**src/rtl/cla_pkg.sv**
```systemverilog
// Package cla_pkg
// Shared types for the lookahead adder tree.
// Assumes: single-bit generate/propagate terms per group.
package cla_pkg;
    typedef struct packed {
        logic gen;
        logic prop;
    } gp_t;
endpackage

```
**src/rtl/cla_bit_terms.sv**
```systemverilog
// Module cla_bit_terms
// Forms per-bit generate (AND), propagate (OR) and half-sum (XOR).
// Assumes: nothing; one gate level per output bit.
module cla_bit_terms #(
    parameter int W = 4
) (
    input  logic [W-1:0] a,
    input  logic [W-1:0] b,
    output logic [W-1:0] gen,
    output logic [W-1:0] prop,
    output logic [W-1:0] half
);
    for (genvar i = 0; i < W; i++) begin : g_bit
        // per-bit terms, one gate each
        assign gen[i]  = a[i] & b[i];
        assign prop[i] = a[i] | b[i];
        assign half[i] = a[i] ^ b[i];
    end

    // generate implies propagate, and half-sum never set with generate
    always_comb begin
        for (int i = 0; i < W; i++) begin
            a_terms_r1: assert (!(gen[i] && (half[i] || !prop[i])))
                else $error("R1 bit terms inconsistent at %0d", i);
        end
    end
endmodule

```
**src/rtl/cla_lookahead.sv**
```systemverilog
// Module cla_lookahead
// Flattened lookahead unit: from N generate/propagate pairs and a
// carry-in, forms the carry into every position, the carry out, and
// the combined generate/propagate. Each carry is a two-level AND-OR.
// Assumes: N small enough that the flattened products stay narrow.
module cla_lookahead #(
    parameter int N = 4
) (
    input  logic [N-1:0] gen,
    input  logic [N-1:0] prop,
    input  logic         cin,
    output logic [N-1:0] carry,
    output logic         cout,
    output logic         grp_gen,
    output logic         grp_prop
);
    logic [N:0] c_all;

    assign c_all[0] = cin;

    for (genvar i = 1; i <= N; i++) begin : g_carry
        // sum of products for the carry into position i
        always_comb begin
            logic acc;
            logic term;
            acc = 1'b0;
            for (int j = 0; j < i; j++) begin
                term = gen[j];
                for (int k = j + 1; k < i; k++) term = term & prop[k];
                acc = acc | term;
            end
            term = cin;
            for (int k = 0; k < i; k++) term = term & prop[k];
            c_all[i] = acc | term;
        end
    end

    // combined generate, same shape as the top carry without cin
    always_comb begin
        logic acc;
        logic term;
        acc = 1'b0;
        for (int j = 0; j < N; j++) begin
            term = gen[j];
            for (int k = j + 1; k < N; k++) term = term & prop[k];
            acc = acc | term;
        end
        grp_gen = acc;
    end

    // combined propagate: every position propagates
    assign grp_prop = &prop;
    assign carry    = c_all[N-1:0];
    assign cout     = c_all[N];

    // flattened carries agree with the ripple recurrence
    always_comb begin
        for (int i = 0; i < N; i++) begin
            a_ripple_equiv_r9: assert (c_all[i+1] == (gen[i] | (prop[i] & c_all[i])))
                else $error("R9 carry %0d differs from recurrence", i + 1);
        end
    end
endmodule

```
**src/rtl/cla_group.sv**
```systemverilog
// Module cla_group
// One lookahead group: bit terms, internal carries from cla_lookahead,
// sums from the XOR half-sum, and a group generate/propagate pair.
// Assumes: the carry-in comes from the upper lookahead level.
module cla_group
    import cla_pkg::*;
#(
    parameter int W = 4
) (
    input  logic [W-1:0] a,
    input  logic [W-1:0] b,
    input  logic         cin,
    output logic [W-1:0] sum,
    output gp_t          gp
);
    logic [W-1:0] gen_w, prop_w, half_w, carry_w;
    logic         cout_w, ggen_w, gprop_w;

    cla_bit_terms #(.W(W)) u_terms (
        .a(a), .b(b), .gen(gen_w), .prop(prop_w), .half(half_w)
    );

    cla_lookahead #(.N(W)) u_look (
        .gen(gen_w), .prop(prop_w), .cin(cin),
        .carry(carry_w), .cout(cout_w),
        .grp_gen(ggen_w), .grp_prop(gprop_w)
    );

    // sum bits from XOR half-sum and local carry
    assign sum     = half_w ^ carry_w;
    assign gp.gen  = ggen_w;
    assign gp.prop = gprop_w;

    // group result matches group arithmetic
    always_comb begin
        a_group_sum_r2: assert ({cout_w, sum} == ({1'b0, a} + {1'b0, b} + (W+1)'(cin)))
            else $error("R2 group sum mismatch");
    end
endmodule

```
**src/rtl/cla16_adder.sv**
```systemverilog
// Module cla16_adder
// 16-bit two-level lookahead adder: four groups, plus a second lookahead
// level that forms group carries from the group generate/propagate.
// Assumes: purely combinational use; the block-level generate and
// propagate feed an outer lookahead level when cascaded.
module cla16_adder
    import cla_pkg::*;
#(
    parameter int GROUP_W = 4,
    parameter int GROUPS  = 4,
    localparam int WIDTH  = GROUP_W * GROUPS
) (
    input  logic [WIDTH-1:0] op_a,
    input  logic [WIDTH-1:0] op_b,
    input  logic             carry_in,
    output logic [WIDTH-1:0] sum,
    output logic             carry_out,
    output logic             blk_gen,
    output logic             blk_prop
);
    gp_t [GROUPS-1:0]   grp_terms;
    logic [GROUPS-1:0]  grp_gen, grp_prop, grp_cin;

    for (genvar g = 0; g < GROUPS; g++) begin : g_group
        cla_group #(.W(GROUP_W)) u_grp (
            .a  (op_a[g*GROUP_W +: GROUP_W]),
            .b  (op_b[g*GROUP_W +: GROUP_W]),
            .cin(grp_cin[g]),
            .sum(sum[g*GROUP_W +: GROUP_W]),
            .gp (grp_terms[g])
        );
        // unpack group terms for the second level
        assign grp_gen[g]  = grp_terms[g].gen;
        assign grp_prop[g] = grp_terms[g].prop;
    end

    cla_lookahead #(.N(GROUPS)) u_second (
        .gen(grp_gen), .prop(grp_prop), .cin(carry_in),
        .carry(grp_cin), .cout(carry_out),
        .grp_gen(blk_gen), .grp_prop(blk_prop)
    );

    // full result matches operand arithmetic
    always_comb begin
        a_full_sum_r3: assert ({carry_out, sum} == ({1'b0, op_a} + {1'b0, op_b} + (WIDTH+1)'(carry_in)))
            else $error("R3 full result mismatch");
    end

    // block generate forces a carry out
    always_comb begin
        a_gen_cout_r4: assert (!blk_gen || carry_out)
            else $error("R4 generate without carry out");
    end

    // block propagate with carry-in forces a carry out
    always_comb begin
        a_prop_cout_r5: assert (!(blk_prop && carry_in) || carry_out)
            else $error("R5 propagate and carry-in without carry out");
    end
endmodule

```
**config.mk**
```make
export PLATFORM = sky130hd
export DESIGN_NAME = cla16_adder
export DESIGN_NICKNAME = d
export VERILOG_FILES = /design/src/rtl/cla_pkg.sv /design/src/rtl/cla_bit_terms.sv /design/src/rtl/cla_lookahead.sv /design/src/rtl/cla_group.sv /design/src/rtl/cla16_adder.sv
export SDC_FILE = /design/constraint.sdc
export NUM_CORES = 1
export LEC_CHECK = 0
export ABC_AREA = 1
export BUFFER_PORTS_ARGS = -buffer_cell sky130_fd_sc_hd__buf_4
export CELL_PAD_IN_SITES_DETAIL_PLACEMENT = 1
export CELL_PAD_IN_SITES_GLOBAL_PLACEMENT = 2
export CORE_MARGIN = 10
export CORE_UTILIZATION = 26
export DETAILED_ROUTE_END_ITERATION = 12
export GPL_TIMING_DRIVEN = 0
export PLACE_DENSITY = 0.83
export REMOVE_ABC_BUFFERS = 1
export SETUP_SLACK_MARGIN = 0.2
export SYNTH_ARGS = -nofsm -noshare
export SYNTH_HDL_FRONTEND = slang
export SYNTH_SLANG_ARGS = --single-unit
```
**constraint.sdc**
```tcl
create_clock -name vclk -period 2.5
set_input_delay 0.5 -clock vclk [all_inputs]
set_output_delay 0.5 -clock vclk [all_outputs]
set_load 0.03 [all_outputs]
```
# Word level (Yosys, flattened, before mapping)
# Index checks and enable logic that the tools add are counted.
[totals]
inputBits = 33
out_inout_bits = 19
reg_bits = 0
[classes]
bitwise_logic = 144
reduce_logical = 5
[ops]
columns = ["cell", "count"]
rows = [
  ["$and 1x1->1", 62],
  ["$or 1x1->1", 62],
  ["$reduce_and 16->1", 1],
  ["$reduce_and 4->1", 4],
  ["$xor 1x1->1", 16],
  ["$xor 4x4->4", 4],
]

# Depth between registers and ports, before layout
# Gate-level depths: netlist (run 1).
[depth]
word_depth = 17
mapped_depth = 13
ltp_nobuf = 13

# By module
# Synthesis (run 1) repeated with hierarchy kept, for this count alone.
[unflattened]
hier_cells = 278
hier_area_um2 = 1460.2
[by_module_without_submodules]
columns = ["mod", "cells_per_inst", "seq_area_each_um2", "area_per_inst_um2", "n_inst"]
rows = [
  ["cla_bit_terms", 20, 0.0, 145.1, 4],
  ["cla_lookahead", 22, 0.0, 103.8, 5],
  ["cla_group", 22, 0.0, 90.1, 4],
]

# Worst setup path after synthesis (run 1)
# Ideal clock, no wire load.
[synth_timing]
path_kind = "input port to output port"
startpoint = "input port op_a[9]"
endpoint = "output port sum[13]"
path_slack_ns = -0.188
cell_stages = 12
arrival_ns = 2.188
path_cell_list = "inv_1 > ha_1 > inv_2 > nand2_1 > nand2_1 > nand2_1 > nand2_1 > nor2_1 > nand3_2 > and2_1 > fa_1 > xor2_1"
[synth_between]
elab_chain_cells = 12
elab_cells_between_ends = 20
cone_classes = "bitwise (19); reduce/logical (1)"
[synth_rtl]
columns = ["item", "line_no", "text"]
rows = [
  ["start: declaration", "cla16_adder.sv:13", "input logic [WIDTH-1:0] op_a,"],
  ["$or 1x1->1", "cla_bit_terms.sv:16", "assign prop[i] = a[i] | b[i];"],
  ["$and 1x1->1 (3 in series)", "cla_lookahead.sv:45", "for (int k = j + 1; k < N; k++) term = term & prop[k];"],
  ["$or 1x1->1", "cla_lookahead.sv:46", "acc = acc | term;"],
  ["$or 1x1->1 (2 in series)", "n/a", ""],
  ["$or 1x1->1", "cla_lookahead.sv:30", "acc = acc | term;"],
  ["$or 1x1->1 *", "cla_lookahead.sv:34", "c_all[i] = acc | term;"],
  ["$and 1x1->1 *", "n/a", ""],
  ["$or 1x1->1 *", "cla_lookahead.sv:34", ""],
  ["$xor 4x4->4 *", "cla_group.sv:30", "assign sum = half_w ^ carry_w;"],
  ["end: declaration", "cla16_adder.sv:16", "output logic [WIDTH-1:0] sum,"],
]
# Mark *: on every way between the ends. The rest lies on a longest branch, timed or not.

# Worst setup path in the final report (run 1)
[layout_timing]
startpoint = "input port op_a[5]"
endpoint = "output port sum[8]"
[layout_between]
elab_chain_cells = 10
elab_cells_between_ends = 16
cone_classes = "bitwise (15); reduce/logical (1)"
[layout_rtl]
columns = ["item", "line_no"]
rows = [
  ["$or 1x1->1", "cla_bit_terms.sv:16"],
  ["$and 1x1->1 (3 in series)", "cla_lookahead.sv:45"],
  ["$or 1x1->1", "cla_lookahead.sv:46"],
  ["$or 1x1->1 (2 in series)", "n/a"],
  ["$or 1x1->1", "cla_lookahead.sv:30"],
  ["$or 1x1->1 *", "cla_lookahead.sv:34"],
  ["$xor 4x4->4 *", "cla_group.sv:30"],
]
# Marked as above.

==> results of run 1 <==
-- where the power goes --
group / switching, W / internal (W) / total [W]
clock: 0 / 0 / 0
sequential: 0 / 0 / 0
combinational: 0.000349 / 0.000305 / 0.000654
-- cell type report --
| type | count | share of cell area (%) |
|---|---|---|
| Multi-Input combinational cell | 124 | 54.4 |
| Timing Repair Buffer | 88 | 32.7 |
| Tap cell | 52 | 2.82 |
| Inverter | 58 | 10.1 |
-- metrics by stage --
stage	instance area [um^2]	setup TNS, ns	utilization (%)	power (W)	instances
detailed placement	1670	-0.743	37.5	0.000491	286
global route	2310	-1.94	51.9	0.000712	322
finish	2310	-0.748	51.9	0.000654	322
floorplan	1210	-0.277	-	0.000316	182
CTS	2140	-0.682	48.1	0.000614	315
global placement	1670	-0.647	37.5	0.000485	286
-- layout by cell type (no fill, tap or decap), types with 3 or more instances in the layout --
cell type and n:
a21oi_2 3, a21oi_4 3, buf_4 65, buf_6 21, fa_2 3, ha_1 17, ha_2 7, ha_4 8
inv_1 33, inv_2 18, inv_4 6, nand2_1 10, nand2_2 17, nand2_4 4, nand3_1 9, nand3_2 5
nor2_1 5, nor2_2 4, nor2_4 5, o21ai_1 4, xor2_1 6
-- layer usage --
metal	up-vias	share of wire (%)	track usage [%]
li1	716	-	-
met1	658	35	10.2
met2	27	60	21.6
met3	2	5.0	1.65
met4	0	0.55	0.587
met5	-	0	0
-- cells by family after synthesis --
kind of cell / synth area share (%)
xor+xnor: 5.79
buf+inv: 18.0
compound gates: 8.78
fa+ha+maj: 39.7
simple gates: 27.8
-- worst paths after layout --
check                     to  slack [ns]  cells past startpoint
worst max-delay path  sum[8]       -0.10                     13
worst min-delay path  sum[0]        1.42                      3
-- repair_timing --
action	in CTS	in global routing
setup buffers	29	7
setup endpoints to repair	12	15
gates resized for setup	78	30
pin swaps	37	25
hold buffers	0	0
==> impl_results.md, run 1 <==
- Outcome: finished with violations
- Failing checks: setup timing
- Total Wirelength: 4.18 mm
- Top-count cell post-synth: inv_1
- Pin count of the biggest net entering global routing: 6
- Grt ovf: 0
- Fin crit period: 2.60 ns
- Routed WL per cell: 13.0 um
- PwrDens: 284 mW/mm^2
- Crit path kind: in -> out
- Worst-margin pin slew: 0.205 ns
- Max-slew violation count: 0
- # clk buffers: 0
- Critical path buffers and inverters: 5
- Maximum fanout along the worst path: 3
- CP arrival: 2.10 ns
- Crit path launch type: input pin
- Worst EP required: 2.00 ns
- First-pass GRT wire length: 6.73 mm
- Final nets: 341
- Worst hold margin: 1.42 ns
- Ant. Diodes: 0
- Initial antenna violation count: 0
- Hold path start: op_b[0]
- Crit path from: op_a[5]
- Critical path's top delay family: adder cells
- Drt first pass iters: 4
- Num sequential: 0
- Final Hold Vio Count: 0
- Register area share after synthesis: 0%
- Synth Instances: 182
- Critical Path Sink Type: primary output
- Leakage power: 1.22 nW
- Crit-path cells: buf_8 -> inv_4 -> ha_4 -> inv_4 -> nand2_4 -> nand2_2 -> nand2_2 -> buf_4 -> nand3_2 -> a21oi_4 -> nand2_4 -> fa_2 -> buf_6
- ANT nets after route: 0
- Top-level port count: 52
- Die width: 88.3 um
- Fillers: 547
- Vias in the first global route: 1551
- Die height: 88.3 um
- PortBufs: 52
- Hold Crit Class: in -> out
- Area growth syn-to-layout: 90.4%
- Synth area leaders: ha_1, inv_1, nand2_1, fa_1, nand3_2
- Yosys top cell area share: 33.1%
- CP max-delay cell: fa_2
- Routed vias: 1403
- Slowest cell delay on critical path: 0.53 ns
- # setup viols final: 11
- Synth area leader: ha_1
- Dpl ws: -0.315 ns
- First-iteration detailed-routing DRC count: 11
- Total track usage: 10.1%
- Multi-input logic area: 0.00125 mm^2
- Maximum VDD drop: 0.000168 V
- RSZ-0062 raised after global routing: yes
- Fmax: 385 MHz
- GP Congestion: 0.737
- Yosys warnings: 0
- Slew HR: 86.3%
- Register Area: 0 um^2
- Layout cells sized above 1: 65.2%
- Die area: 0.00779 mm^2
- Final cycle utilization of the critical path: 104%
- Most frequent cells after synthesis: inv_1, ha_1, nand2_1, nand3_1, nor2_1
- Max Cap Viol: 0
- Area of the core: 0.00444 mm^2
- Dpl hpwl: 2.92 mm
- Synth Cell Area: 0.00121 mm^2
- Avg Cell Area, Syn: 6.65 um^2
- FP Rows: 24
- Remaining routing DRC violations: 0
- Via density: 4.36
- Initial Util: 27.3%
- Final WS setup: -0.100 ns
- Post-synth cell types: 24
Power figures use the tool's default switching activity.
==> inputs of run 2 (changes only) <==
Settings changed: SETUP_SLACK_MARGIN 0.2 to not set.
==> run 2 against run 1 <==
  * The run still ends with setup timing left
  * Design area up 3.9%
  * Global-route usage down 0.71 points
  * Largest cell class unchanged
  * Combinational power up 1%
  * Largest power group unchanged
==> impl_results.md, run 2 (synthesis results as in run 1) <==
- First-iteration detailed-routing DRC count: 28 (+17)
- Die width: 88.3 um (unchanged)
- TNS Setup: -0.215 ns (+0.533 ns)
- Critical path's top delay family: simple AND/OR/NAND/NOR gates
- FP Rows: 24 (unchanged)
- ANT nets after route: 0 (unchanged)
- Outcome: finished with violations
- Slew HR: 83.2% (-3.0 points)
- Crit path from: op_a[9]
- Critical path buffers and inverters: 4 (-1)
- Failing checks: setup timing
- Most frequent cells in the layout: buf_4, inv_1, buf_6
- Final WS setup: -0.105 ns (-0.00495 ns)
- Remaining routing DRC violations: 0 (unchanged)
- GP Congestion: 0.737 (unchanged)
- Final Hold Vio Count: 0 (unchanged)
- PwrDens: 276 mW/mm^2 (-2.7%)
- CP arrival: 2.11 ns (about the same)
- Total track usage: 9.39% (-0.71 points)
- Area of the core: 0.00444 mm^2 (unchanged)
- Worst EP required: 2.00 ns (about the same)
- Final nets: 336 (-1.5%)
- First-pass GRT wire length: 6.22 mm (-7.5%)
- Worst-margin pin slew: 0.250 ns (+0.0452 ns)
- CP endpoint: sum[13]
- Max-slew violation count: 0 (unchanged)
- Final cycle utilization of the critical path: 104% (+0.20 points)
- Drt first pass iters: 4 (unchanged)
- Ant. Diodes: 0 (unchanged)
- Critical Path Sink Type: primary output
- PortBufs: 52 (unchanged)
- Routed WL per cell: 14.2 um (+9.6%)
- DP Area: 0.00167 mm^2 (unchanged)
- Dpl ws: -0.315 ns (unchanged)
- Fmax: 384 MHz (-0.19%)
- Layout cells sized above 1: 66.4% (+1.2 points)
- Grt ovf: 0 (unchanged)
- Maximum fanout along the worst path: 2 (-1)
- Dpl hpwl: 2.92 mm (unchanged)
- Final instance area: 0.00239 mm^2 (+3.9%)
- Total Wirelength: 4.51 mm (+7.9%)
- Max Cap Viol: 0 (unchanged)
- # setup viols final: 3 (-8)
- Top cell by count, worst path: nand2_2
- CP Depth: 14 (+1)
- Most common cell after layout, fill and taps aside: buf_4
- Hold-fix buffers, CTS: 0 (unchanged)
- Via density: 4.36 (about the same)
- Die height: 88.3 um (unchanged)
- Fillers: 532 (-2.7%)
- Slowest cell delay on critical path: 0.33 ns (-0.20 ns)
- Initial Util: 27.3% (unchanged)
- Crit path kind: in -> out
- Leakage power: 1.22 nW (about the same)
- # clk buffers: 0 (unchanged)
- Vias in the first global route: 1442 (-7.0%)
- Crit-path cells: buf_8 -> inv_4 -> ha_4 -> inv_2 -> nand2_2 -> nand2_2 -> nand2_2 -> nand2_2 -> nor2_2 -> nand3_2 -> and2_4 -> fa_2 -> xor2_1 -> buf_4
- Num sequential: 0 (unchanged)
- Die area: 0.00779 mm^2 (unchanged)
- Crit path launch type: input pin
- Routed vias: 1382 (-1.5%)
- Pin count of the biggest net entering global routing: 6 (unchanged)
- Util after Layout: 53.9% (+2.0 points)
- Top-level port count: 52 (unchanged)
- Hold Crit Class: in -> out
- Fin crit period: 2.61 ns (+0.00495 ns)
- Initial antenna violation count: 0 (unchanged)
- Register Area: 0 um^2 (unchanged)
- Maximum VDD drop: 0.000175 V (+3.7%)
- CP max-delay cell: fa_2
- RSZ-0062 raised after global routing: yes
- Area growth syn-to-layout: 97.7%
## run 2: cell types whose count changed in the layout (fill, tap and decap cells not counted), sizes merged
cell  delta
buf      -5
## run 2: worst min-delay path by stage
stage	from	to	slack, ns	cells past startpoint
detailed placement	op_b[8]	sum[8]	1.41	3
CTS	op_b[0]	sum[0]	1.42	3
finish	op_b[0]	sum[0]	1.40	3
global route	op_b[0]	sum[0]	1.42	3
global placement	op_b[4]	sum[4]	1.41	3
floorplan	carry_in	sum[2]	1.31	3
## run 2: layout make-up
cell class                 instances  area (um^2)  share of cell area, %
inverter                          58          258                   10.8
multi-input combinational        124         1330                   55.3
tap                               52         65.1                   2.72
timing repair buffer              83          747                   31.2
## run 2: where the power goes
group	switching, W	internal, W
Clock	0	0
Combinational	0.000361	0.000301
Sequential	0	0
## run 2: through the flow
| stage | total power [W] | cells | hold WS, ns |
|---|---|---|---|
| 2_1_floorplan | 0.000316 | 182 | 1.31 |
| 3_3_place_gp | 0.000485 | 286 | 1.41 |
| 3_5_place_dp | 0.000491 | 286 | 1.41 |
| 4_1_cts | 0.000577 | 311 | 1.42 |
| 5_1_grt | 0.000717 | 317 | 1.42 |
| 6_report | 0.000661 | 317 | 1.40 |
## run 2: repair_timing
| action | 4_1_cts | 5_1_grt |
|---|---|---|
| resized for setup | 58 | 82 |
| hold endpoints to repair | 0 | 0 |
| pin swaps | 29 | 39 |
| setup buffers | 25 | 11 |
| setup endpoints to repair | 4 | 13 |
## run 2: per-layer routing
metal | GRT usage, % | vias up | part of all wire (%)
met4 | 0.587 | 0 | 1.2
met3 | 1.75 | 4 | 5.3
met5 | 0 | - | 0
met2 | 19.8 | 29 | 60
li1 | - | 705 | -
met1 | 9.54 | 644 | 34
## run 2: tightest hold or removal path, stage by stage
cell,delay [ns]
buf_6,0.09
fa_1,0.15
buf_4,0.16
